### src/rtl/sb_pkg.sv
// Package: default sizing shared by the scoreboard and its checker.
// Assumes the integer registers take the low indices of the unified space.
package sb_pkg;
    localparam int SB_DEF_INT_REGS = 96;
    localparam int SB_DEF_FP_REGS  = 96;
    localparam int SB_DEF_NUM_SRC  = 2;
endpackage

### src/rtl/sb_idx_check.sv
// Module: classifies one register index of the unified space.
// Assumes IDX_W can hold TOTAL itself, so out-of-range values are representable.
module sb_idx_check #(
    parameter int TOTAL    = 192,
    parameter int INT_REGS = 96,
    parameter int IDX_W    = 8
) (
    input  logic [IDX_W-1:0] idx,
    output logic             in_range,
    output logic             is_fp
);
    localparam logic [IDX_W-1:0] LIMIT  = IDX_W'(TOTAL);
    localparam logic [IDX_W-1:0] FP_LOW = IDX_W'(INT_REGS);

    // Range and register-class decode.
    always_comb begin
        in_range = (idx < LIMIT);
        is_fp    = in_range && (idx >= FP_LOW);
    end
endmodule

### src/rtl/sb_ready_array.sv
// Module: one ready flop per register; a clear beats a set on the same bit.
// Assumes clr_en/set_en are asserted only for in-range indices.
module sb_ready_array #(
    parameter int TOTAL = 192,
    parameter int IDX_W = 8
) (
    input  logic             clk,
    input  logic             rst_n,
    input  logic             clr_en,
    input  logic [IDX_W-1:0] clr_idx,
    input  logic             set_en,
    input  logic [IDX_W-1:0] set_idx,
    output logic [TOTAL-1:0] ready_map
);
    for (genvar g = 0; g < TOTAL; g++) begin : g_bit
        localparam logic [IDX_W-1:0] MY_IDX = IDX_W'(g);
        logic clr_hit;
        logic set_hit;

        // Decode whether this register is named by either update.
        always_comb begin
            clr_hit = clr_en && (clr_idx == MY_IDX);
            set_hit = set_en && (set_idx == MY_IDX);
        end

        // Ready flop: reset to ready, producer record wins over wakeup.
        always_ff @(posedge clk) begin
            if (!rst_n)       ready_map[g] <= 1'b1;
            else if (clr_hit) ready_map[g] <= 1'b0;
            else if (set_hit) ready_map[g] <= 1'b1;
        end
    end
endmodule

### src/rtl/sb_src_lookup.sv
// Module: readiness of one query source, with same-cycle wakeup bypass.
// Assumes wake_en is already qualified by the wakeup index range check.
module sb_src_lookup #(
    parameter int TOTAL    = 192,
    parameter int INT_REGS = 96,
    parameter int IDX_W    = 8
) (
    input  logic [TOTAL-1:0] ready_map,
    input  logic             src_valid,
    input  logic [IDX_W-1:0] src_idx,
    input  logic             wake_en,
    input  logic [IDX_W-1:0] wake_idx,
    output logic             src_ok,
    output logic             src_rdy,
    output logic             src_fp,
    output logic             src_bad
);
    logic in_range;
    logic is_fp;
    logic stored;

    sb_idx_check #(.TOTAL(TOTAL), .INT_REGS(INT_REGS), .IDX_W(IDX_W)) u_chk (
        .idx      (src_idx),
        .in_range (in_range),
        .is_fp    (is_fp)
    );

    // Look up the stored bit and merge a matching broadcast.
    always_comb begin
        stored  = in_range ? ready_map[src_idx] : 1'b0;
        src_rdy = src_valid && in_range && (stored || (wake_en && wake_idx == src_idx));
        src_ok  = !src_valid || src_rdy;
        src_fp  = is_fp;
        src_bad = src_valid && !in_range;
    end
endmodule

### src/rtl/regwake_scoreboard.sv
// Module: secondary wakeup scoreboard over the unified integer+FP index space.
// Producer records clear, completion broadcasts set, queries read with bypass.
// Assumes one producer record, one broadcast and one query per cycle at most.
module regwake_scoreboard
    import sb_pkg::*;
#(
    parameter int INT_REGS = SB_DEF_INT_REGS,
    parameter int FP_REGS  = SB_DEF_FP_REGS,
    parameter int NUM_SRC  = SB_DEF_NUM_SRC,
    localparam int TOTAL   = INT_REGS + FP_REGS,
    localparam int IDX_W   = $clog2(TOTAL + 1)
) (
    input  logic                     clk,
    input  logic                     rst_n,
    input  logic                     prod_valid,
    input  logic [IDX_W-1:0]         prod_idx,
    input  logic                     wake_valid,
    input  logic [IDX_W-1:0]         wake_idx,
    input  logic                     qry_valid,
    input  logic [NUM_SRC-1:0]       qry_src_valid,
    input  logic [NUM_SRC*IDX_W-1:0] qry_src_idx,
    output logic [NUM_SRC-1:0]       qry_src_rdy,
    output logic [NUM_SRC-1:0]       qry_src_fp,
    output logic                     qry_ready,
    output logic                     idx_err
);
    logic [TOTAL-1:0]   ready_map;
    logic               prod_in, wake_in;
    logic               prod_fp_unused, wake_fp_unused;
    logic               prod_en, wake_en;
    logic [NUM_SRC-1:0] src_ok, src_bad;

    sb_idx_check #(.TOTAL(TOTAL), .INT_REGS(INT_REGS), .IDX_W(IDX_W)) u_prod_chk (
        .idx (prod_idx), .in_range (prod_in), .is_fp (prod_fp_unused)
    );
    sb_idx_check #(.TOTAL(TOTAL), .INT_REGS(INT_REGS), .IDX_W(IDX_W)) u_wake_chk (
        .idx (wake_idx), .in_range (wake_in), .is_fp (wake_fp_unused)
    );

    // Qualify updates: out-of-range indices never reach the array.
    always_comb begin
        prod_en = prod_valid && prod_in;
        wake_en = wake_valid && wake_in;
    end

    sb_ready_array #(.TOTAL(TOTAL), .IDX_W(IDX_W)) u_array (
        .clk       (clk),
        .rst_n     (rst_n),
        .clr_en    (prod_en),
        .clr_idx   (prod_idx),
        .set_en    (wake_en),
        .set_idx   (wake_idx),
        .ready_map (ready_map)
    );

    for (genvar s = 0; s < NUM_SRC; s++) begin : g_src
        sb_src_lookup #(.TOTAL(TOTAL), .INT_REGS(INT_REGS), .IDX_W(IDX_W)) u_lk (
            .ready_map (ready_map),
            .src_valid (qry_valid && qry_src_valid[s]),
            .src_idx   (qry_src_idx[s*IDX_W +: IDX_W]),
            .wake_en   (wake_en),
            .wake_idx  (wake_idx),
            .src_ok    (src_ok[s]),
            .src_rdy   (qry_src_rdy[s]),
            .src_fp    (qry_src_fp[s]),
            .src_bad   (src_bad[s])
        );
    end

    // Combine per-source answers and the range errors of all channels.
    always_comb begin
        qry_ready = qry_valid && (&src_ok);
        idx_err   = (prod_valid && !prod_in) || (wake_valid && !wake_in) || (|src_bad);
    end
endmodule

### config.mk
export PLATFORM = sky130hd
export DESIGN_NAME = regwake_scoreboard
export DESIGN_NICKNAME = d
export VERILOG_FILES = /design/src/rtl/sb_pkg.sv /design/src/rtl/sb_idx_check.sv /design/src/rtl/sb_ready_array.sv /design/src/rtl/sb_src_lookup.sv /design/src/rtl/regwake_scoreboard.sv
export SDC_FILE = /design/constraint.sdc
export NUM_CORES = 1
export LEC_CHECK = 0
export BUFFER_PORTS_ARGS = -buffer_cell sky130_fd_sc_hd__buf_2
export CAP_MARGIN = 10
export CORE_AREA = 2 2 145 183
export DETAILED_ROUTE_END_ITERATION = 10
export DIE_AREA = 0 0 147 185
export HOLD_SLACK_MARGIN = 0.12
export PLACE_DENSITY = 0.64
export RECOVER_POWER = 100
export SYNTH_ARGS = -nofsm -noshare
export SYNTH_HDL_FRONTEND = slang
export SYNTH_SLANG_ARGS = --single-unit
### constraint.sdc
create_clock -name clk -period 2.2 [get_ports clk]
set_clock_uncertainty 0.2 [all_clocks]
set_input_delay 0.11 -clock clk [delete_from_list [all_inputs] [get_ports clk]]
set_output_delay 0.11 -clock clk [all_outputs]
set_load 0.05 [all_outputs]
==> flow_summary.toml, run 1 <==
[run_status]
outcome = "finished with violations"
violations = "setup timing"

[sta]
rsz0062_at_grt = "yes"
hold_ws_ps = 137
min_period_ps = 3010
setup_viol = 29
hold_viol_final = 0
setup_slack_ps = -815
worst_slew_pin_slew_ps = 763
fin_setup_tns_ps = -6970
finalMaxSlewViolations = 0
timing.fmax_ghz = 0.332
fin_crit_sh_pct = 137
slew_headroom_pct = 49.2

[global_route]
antenna_found_initial = 0
grt_max_degree = 69
grt_pass1_vias = 11300
grt_use_total_pct = 34.2
grt_pass1_wl_mm = 69.3
overflow = 0

[worst_setup_path]
cp-start-kind = "flip-flop"
r2r_start = "u_array.ready_map[0]"
startpoint = "u_array.ready_map[0]"
path_cells = "mux4_2, mux2i_1, o32a_1, nand4_1, o41ai_1, or4_4, a221oi_4, buf_6"
crit_path_end_kind = "primary output"
critPathArrivalTime_ps = 2700
cp_data_required_time_ps = 1890
cp_max_fo = 2
slowest_delay_ps = 570
path_class = "reg -> out"
cp_slowest_cell = "or4_4"

[drt]
ant_nets = 0
wl_per_cell_um = 25.0
drc = 0
drt_wl_total_mm = 46.4
drt_first_pass_iters = 5
vias_per_cell = 6.29
vias = 11700
drt_iter0_drc = 1555

[final_layout]
regMostFlops = "u_array.ready_map"
layout-drive-gt1-share_pct = 26.3
antennaDiodeCount = 0
fin_cells = 1852
final_common_cell = "nor2_1"
final_cell_mix = "nor2_1 (222), o21ai_0 (200), buf_4 (199)"
n_fill_cell = 2366
top_regs = "u_array.ready_map: 192 flops"
layout.nets = 1538
area_growth_pct = 23.2
largest_reg_flops = 192
fin_area_mm2 = 0.0140

[logic_synthesis]
synthArstFlopShare_pct = 0
avgSynthCellArea_um2 = 8.60
synth_area_mm2 = 0.0113
synth_ff_type = "dfxtp_1"
synth_cells = 1318
yosysWarnings = 0
ys_ff_latch = 192
ys_types = 62
ys_seq_area_share_pct = 33.9
syn-num-nets = 1357
synth_edf_count = 0

[power_and_ir_drop]
total_power_mw = 7.70
power_density_mw_per_mm2 = 552
max-vdd-ir-drop_mv = 0.501
leakage_nw = 5.04

[clock_tree]
cts_root_buf = "clkbuf_16"
clk_path_buf_depth = 2
cts.clk_slew.worst_paths_ps = 80
htree_levels = 4
clk_latency_ps = 450
cts_made_buffers = 17
tritoncts = "done"
cts_sinks = 192

[floorplanning]
dieArea_mm2 = 0.0272
std_cell_rows = 66
die_y_um = 185
io_pins = 45
core_mm2 = 0.0256
start_util_pct = 44.3
die_x_um = 147

[placed_design]
post_dp_cell_area_mm2 = 0.0132
gp_congestion = 1.05
place_inst = 1803
port_buffers = 44
hpwl_mm = 33.6

[worst_hold_path]
min_from = "wake_idx[3]"
hold_path_class = "in -> reg"

[flow_run]
drv_cap = 0
==> timing repair <==
action,in CTS,in global routing
buffers inserted,2,0
setup endpoints to repair,3,3
gates resized for setup,20,11
gates cloned,0,0
pin swaps,6,2
hold buffers,15,0
endpoints found under the hold margin,192,0
==> layout make-up <==
cell class / instances / area (um2) / share of cell area [%]
multi-input combinational: 999 / 6830 / 48.9
clock buffer: 17 / 425 / 3.05
tap: 340 / 425 / 3.05
clock inverter: 15 / 151 / 1.08
sequential: 192 / 3860 / 27.6
timing repair buffer: 281 / 2240 / 16.0
inverter: 8 / 30.0 / 0.215
==> stage by stage <==
step	util, %	worst slack, ps
after CTS	54.5	-804
after detailed placement	51.4	-816
after global placement	51.4	-820
after floorplan	-	-240
final	54.5	-815
after global routing	54.5	-883
==> synth_stat cells (2+ instances only) <==
master | count | area (um2)
clkbuf_1 | 77 | 289
mux2i_1 | 42 | 420
buf_2 | 13 | 65.1
and3_1 | 3 | 18.8
o211ai_1 | 3 | 22.5
a21oi_1 | 194 | 971
buf_8 | 2 | 30.0
o221ai_1 | 3 | 26.3
buf_6 | 8 | 90.1
o311ai_1 | 2 | 17.5
nor2_1 | 223 | 837
xor2_1 | 6 | 52.6
nor3_2 | 2 | 20.0
nor3_1 | 27 | 135
clkinv_1 | 2 | 7.51
nand3_1 | 42 | 210
mux4_1 | 18 | 473
mux2_2 | 12 | 135
nor4_1 | 4 | 25.0
a211oi_1 | 10 | 75.1
buf_4 | 10 | 75.1
and2_1 | 2 | 12.5
nand3b_1 | 2 | 15.0
o21ai_0 | 201 | 1010
a31oi_1 | 9 | 56.3
mux4_2 | 61 | 1370
buf_12 | 7 | 140
nand4_1 | 15 | 93.8
nor2b_1 | 22 | 138
nand2b_1 | 12 | 75.1
nor3b_1 | 2 | 15.0
a22oi_1 | 5 | 37.5
o22ai_1 | 4 | 25.0
dfxtp_1 | 192 | 3840
xnor2_1 | 10 | 87.6
o2111ai_1 | 2 | 17.5
nand2_1 | 39 | 146
inv_1 | 6 | 22.5
==> per-layer routing <==
| layer | track usage [%] | wire [um] |
|---|---|---|
| met5 | 0 | 0 |
| met4 | 18.7 | 2550 |
| met3 | 4.88 | 4060 |
| met2 | 56.6 | 21900 |
| met1 | 43.2 | 17800 |
==> power by group <==
part	internal, mW	switching (mW)
registers	3.48	0.00577
logic	0.422	0.661
clock network	1.60	1.54
total	5.50	2.20
==> worst paths after layout <==
path	to	slack, ps	depth (start not counted)
min	u_array.ready_map[18]	140	6
max	qry_ready	-810	8
max reg2reg	u_array.ready_map[0]	1160	3
min reg2reg	u_array.ready_map[96]	340	2
==> critical path: cells and delay by family, from the launching register on <==
kind / cells / cell delay, ps
multiplexers: 2 / 330
buffers and inverters: 1 / 210
AO/OA/AOI/OAI: 3 / 680
flip-flops: 1 / 370
AND/OR/NAND/NOR: 2 / 670
==> cell families after synthesis <==
group / Yosys count / synth area share (%)
xor gates and xnor gates: 16 / 1.24
and+or+nand+nor: 401 / 15.8
buffers and inverters: 127 / 6.46
DFF: 192 / 33.9
AOI/OAI and AO/OA: 449 / 21.4
muxes: 133 / 21.2
Power figures use the tool's default switching activity.
==> inputs of run 2 (changes only) <==
Settings changed: BUFFER_PORTS_ARGS -buffer_cell sky130_fd_sc_hd__buf_2 to -buffer_cell sky130_fd_sc_hd__clkbuf_2.
==> flow_summary.toml, run 2 (same netlist as run 1, synthesis figures left out) <==
[global_route]
antenna_found_initial = 1
grt_use_total_pct = 35.7
grt_pass1_vias = 11800
grt_max_degree = 110
grt_pass1_wl_mm = 72.2
overflow = 0

[floorplanning]
dieArea_mm2 = 0.0272
die_x_um = 147
start_util_pct = 44.3
die_y_um = 185
std_cell_rows = 66
io_pins = 45
core_mm2 = 0.0256

[placed_design]
hpwl_mm = 34.5
place_inst = 1860
port_buffers = 44
gp_congestion = 1.05

[clock_tree]
clk_path_buf_depth = 2
cts_made_buffers = 17
cts_root_buf = "clkbuf_16"
cts.clk_slew.worst_paths_ps = 80
htree_levels = 4
cts_sinks = 192
clk_latency_ps = 450
tritoncts = "done"

[flow_run]
drv_cap = 0

[worst_hold_path]
hold_path_class = "in -> reg"

[sta]
slew_headroom_pct = 50.6
hold_viol_final = 0
timing.fmax_ghz = 0.326
rsz0062_at_grt = "yes"
setup_viol = 11
setup_slack_ps = -871
finalMaxSlewViolations = 0
worst_slew_pin_slew_ps = 739
min_period_ps = 3070
fin_setup_tns_ps = -3060
fin_crit_sh_pct = 140

[drt]
drt_wl_total_mm = 48.3
wl_per_cell_um = 25.2
drt_iter0_drc = 1478
drc = 0
vias_per_cell = 6.34
vias = 12200
ant_nets = 0
drt_first_pass_iters = 7

[final_layout]
largest_reg_flops = 192
final_common_cell = "buf_4"
layout.nets = 1605
layout-drive-gt1-share_pct = 29.1
fin_cells = 1920
area_growth_pct = 27.6
top_regs = "u_array.ready_map: 192 flops"
n_fill_cell = 2358
final_cell_mix = "buf_4 (248), nor2_1 (221), o21ai_0 (200)"
regMostFlops = "u_array.ready_map"

[worst_setup_path]
cp_data_required_time_ps = 1890
cp-start-kind = "flip-flop"
crit_path_end_kind = "primary output"
cp_max_fo = 3
path_class = "reg -> out"
critPathArrivalTime_ps = 2760

[power_and_ir_drop]
max-vdd-ir-drop_mv = 0.406
leakage_nw = 5.33
power_density_mw_per_mm2 = 538

[run_status]
violations = "setup timing"
outcome = "finished with violations"
[run 2: critical path, stage by stage, from the launching register on]
cell	delay, ps
dfxtp_1	370
mux4_2	260
nand2_1	60
a31oi_1	290
a211oi_1	90
o311ai_1	400
o41ai_2	140
buf_4	180
a221oi_4	330
buf_12	180
[run 2: path summary, 6_finish.rpt]
kind / from / end / slack (ps) / depth (start not counted)
worst max-delay path: u_array.ready_map[69] / qry_ready / -870 / 9
worst min-delay path: wake_idx[3] / u_array.ready_map[19] / 160 / 6
worst max register to register: u_array.ready_map[61] / u_array.ready_map[61] / 660 / 4
worst min register to register: u_array.ready_map[56] / u_array.ready_map[56] / 340 / 2
[run 2: layout make-up]
cell class | instances | area (um2) | area share (%)
sequential | 192 | 3850 | 26.6
multi-input combinational | 999 | 6850 | 47.4
tap | 340 | 425 | 2.94
clock inverter | 14 | 153 | 1.06
clock buffer | 18 | 439 | 3.04
antenna | 1 | 2.50 | 0.0173
timing repair buffer | 348 | 2710 | 18.7
inverter | 8 | 30.0 | 0.208
[run 2: power by group]
group / total (mW) / internal, mW / switching (mW)
clock network: 3.17 / 1.64 / 1.54
logic: 1.12 / 0.438 / 0.684
registers: 3.48 / 3.48 / 0.00524
total: 7.78 / 5.55 / 2.23
[run 2: per-layer routing]
layer,share of wire [%],global-route usage [%],up-vias
li1,-,-,5333
met1,37,43.8,5816
met2,46,58.3,812
met3,9.1,5.96,210
met4,7.3,23.7,0
met5,0,0,-
[run 2: timing repair]
| item | CTS | global route |
|---|---|---|
| endpoints found under the setup margin | 3 | 16 |
| setup buffers | 2 | 6 |
| cloned | 0 | 0 |
| hold buffers | 20 | 0 |
| gates resized for setup | 24 | 16 |
| endpoints found under the hold margin | 85 | 0 |
| pin swaps | 10 | 2 |
[run 2: metrics by stage]
step                      area (um2)  setup slack, ps  hold WS (ps)  utilization (%)  power (mW)
after floorplan                11400             -240           129                -        4.16
after global placement         13600             -702           274             53.1        4.61
after detailed placement       13600             -717           282             53.1        4.62
after CTS                      14400             -836           143             56.4        7.76
after global routing           14500             -934           203             56.5        7.98
final                          14500             -871           164             56.5        7.78
==> inputs of run 3 (changes only) <==
Settings changed: CORE_AREA 2 2 145 183 to 2 2 146 184, DIE_AREA 0 0 147 185 to 0 0 148 186, SYNTH_HIERARCHICAL from default to 1.
==> flow_summary.toml, run 3 <==
[sta]
rsz0062_at_grt = "yes"
finalMaxSlewViolations = 0
hold_viol_final = 0
fin_crit_sh_pct = 139
setup_viol = 44
setup_slack_ps = -857
timing.fmax_ghz = 0.327
min_period_ps = 3060
worst_slew_pin_slew_ps = 681
fin_setup_tns_ps = -3680
hold_ws_ps = 103
slew_headroom_pct = 54.5

[worst_setup_path]
cp-start-kind = "flip-flop"
cp_max_fo = 3
r2r_start = "u_array/ready_map[3]"
slowest_delay_ps = 490
path_class = "reg -> out"
reg2reg_to = "u_array/ready_map[3]"
reg2reg_slack_ps = 720
cp_data_required_time_ps = 1890
path_cells = "mux4_2, mux4_2, o21ai_2, a31oi_2, a2bb2oi_2, a211o_1, and3_4, clkbuf_16"
worst_path_most_repeated_cell = "mux4_2"
crit_buf_inv = 1
crit_family = "multiplexers"
crit_path_end_kind = "primary output"
cp_slowest_cell = "mux4_2"
reg2regPathDepth = 3
startpoint = "u_array/ready_map[31]"
critPathArrivalTime_ps = 2750

[floorplanning]
core_mm2 = 0.0258
die_y_um = 186
dieArea_mm2 = 0.0275
die_x_um = 148
start_util_pct = 44.3
std_cell_rows = 66
io_pins = 45

[final_layout]
antennaDiodeCount = 0
final_cell_mix = "a311oi_1 (183), a21oi_1 (181), dfxtp_1 (178)"
layout.nets = 1201
layout-drive-gt1-share_pct = 30.4
fin_area_mm2 = 0.0137
n_fill_cell = 2295
area_growth_pct = 20.0
multi_input_area_mm2 = 0.00692
final_common_cell = "a311oi_1"
top_regs = "u_array/ready_map: 192 flops"
largest_reg_flops = 192
regArea_mm2 = 0.00386
regMostFlops = "u_array/ready_map"

[clock_tree]
cts_root_buf = "clkbuf_16"
clk_path_buf_depth = 2
htree_levels = 4
cts_setup_buffers = 0
cts_made_buffers = 17
clk_latency_ps = 450
cts.clk_slew.worst_paths_ps = 80
tritoncts = "done"
cts_sinks = 192

[logic_synthesis]
synth_cells = 1077
yosysWarnings = 6
avgSynthCellArea_um2 = 10.6
synth_area_mm2 = 0.0114
syn-num-nets = 1116

[global_route]
grt_max_degree = 55
antenna_found_initial = 0
overflow = 0
grt_pass1_wl_mm = 64.4
grt_pass1_vias = 10300
grt_use_total_pct = 31.2

[placed_design]
port_buffers = 44
post_dp_cell_area_mm2 = 0.0129
dp_slack_ps = -730
gp_congestion = 0.968
hpwl_mm = 28.8

[drt]
vias_per_cell = 7.26
wl_per_cell_um = 28.6
drt_wl_total_mm = 43.3
wl_met2_mm = 19.8
drt_first_pass_iters = 5
vias = 11000
met1_length_mm = 16.8
drc = 0
met3_length_mm = 4.39
highest_layer = "met4"
ant_nets = 0
drt_iter0_drc = 1368

[power_and_ir_drop]
power_density_mw_per_mm2 = 572
max-vdd-ir-drop_mv = 0.450
leakage_nw = 4.44
total_power_mw = 7.83

[run_status]
violations = "setup timing"
outcome = "finished with violations"

[worst_hold_path]
hold_path_class = "in -> reg"
min_from = "prod_idx[4]"
whs_path_depth = 4
min_to = "u_array/ready_map[12]"

[flow_run]
drv_cap = 0
-- run 3: worst max-delay path by stage --
stage | to | slack (ps) | cells after the start
after floorplan | qry_ready | -160 | 10
after global placement | qry_ready | -740 | 10
after detailed placement | qry_ready | -730 | 10
after CTS | qry_ready | -820 | 8
after global routing | qry_ready | -910 | 8
final | qry_ready | -860 | 8
-- run 3: metal layers --
layer,global-route usage (%),vias up
met5,0,-
met4,17.0,0
met3,6.79,133
met2,48.2,747
met1,41.0,5492
li1,-,4627
-- run 3: area by class of cell --
type | count | share of cell area (%)
Multi-Input combinational cell | 717 | 50.5
Sequential cell | 192 | 28.2
Timing Repair Buffer | 216 | 13.3
Clock buffer | 17 | 3.11
Tap cell | 340 | 3.11
Clock inverter | 14 | 1.23
Inverter | 18 | 0.530
-- run 3: tightest hold or removal path, delay by kind of cell --
kind | cells | cell delay [ps]
AND/OR/NAND/NOR | 2 | 360
buffers and inverters | 1 | 140
AO/OA/AOI/OAI | 1 | 120
-- run 3: what timing repair did --
| action | in CTS | in global routing |
|---|---|---|
| endpoints found under the setup margin | 3 | 4 |
| gates resized for setup | 35 | 9 |
| pin swaps | 5 | 0 |
| hold endpoints to repair | 79 | 3 |
| hold buffers | 15 | 2 |
-- run 3: power breakdown --
part	internal, mW	total [mW]	switching, mW
clock	1.71	3.24	1.53
sequential	3.48	3.48	0.00515
combinational	0.412	1.11	0.697
total	5.60	7.83	2.23
-- run 3: metrics by stage --
step	std cells	util, %
floorplan	1077	-
global placement	1467	50.0
detailed placement	1467	50.0
CTS	1513	53.2
global route	1514	53.2
finish	1514	53.2
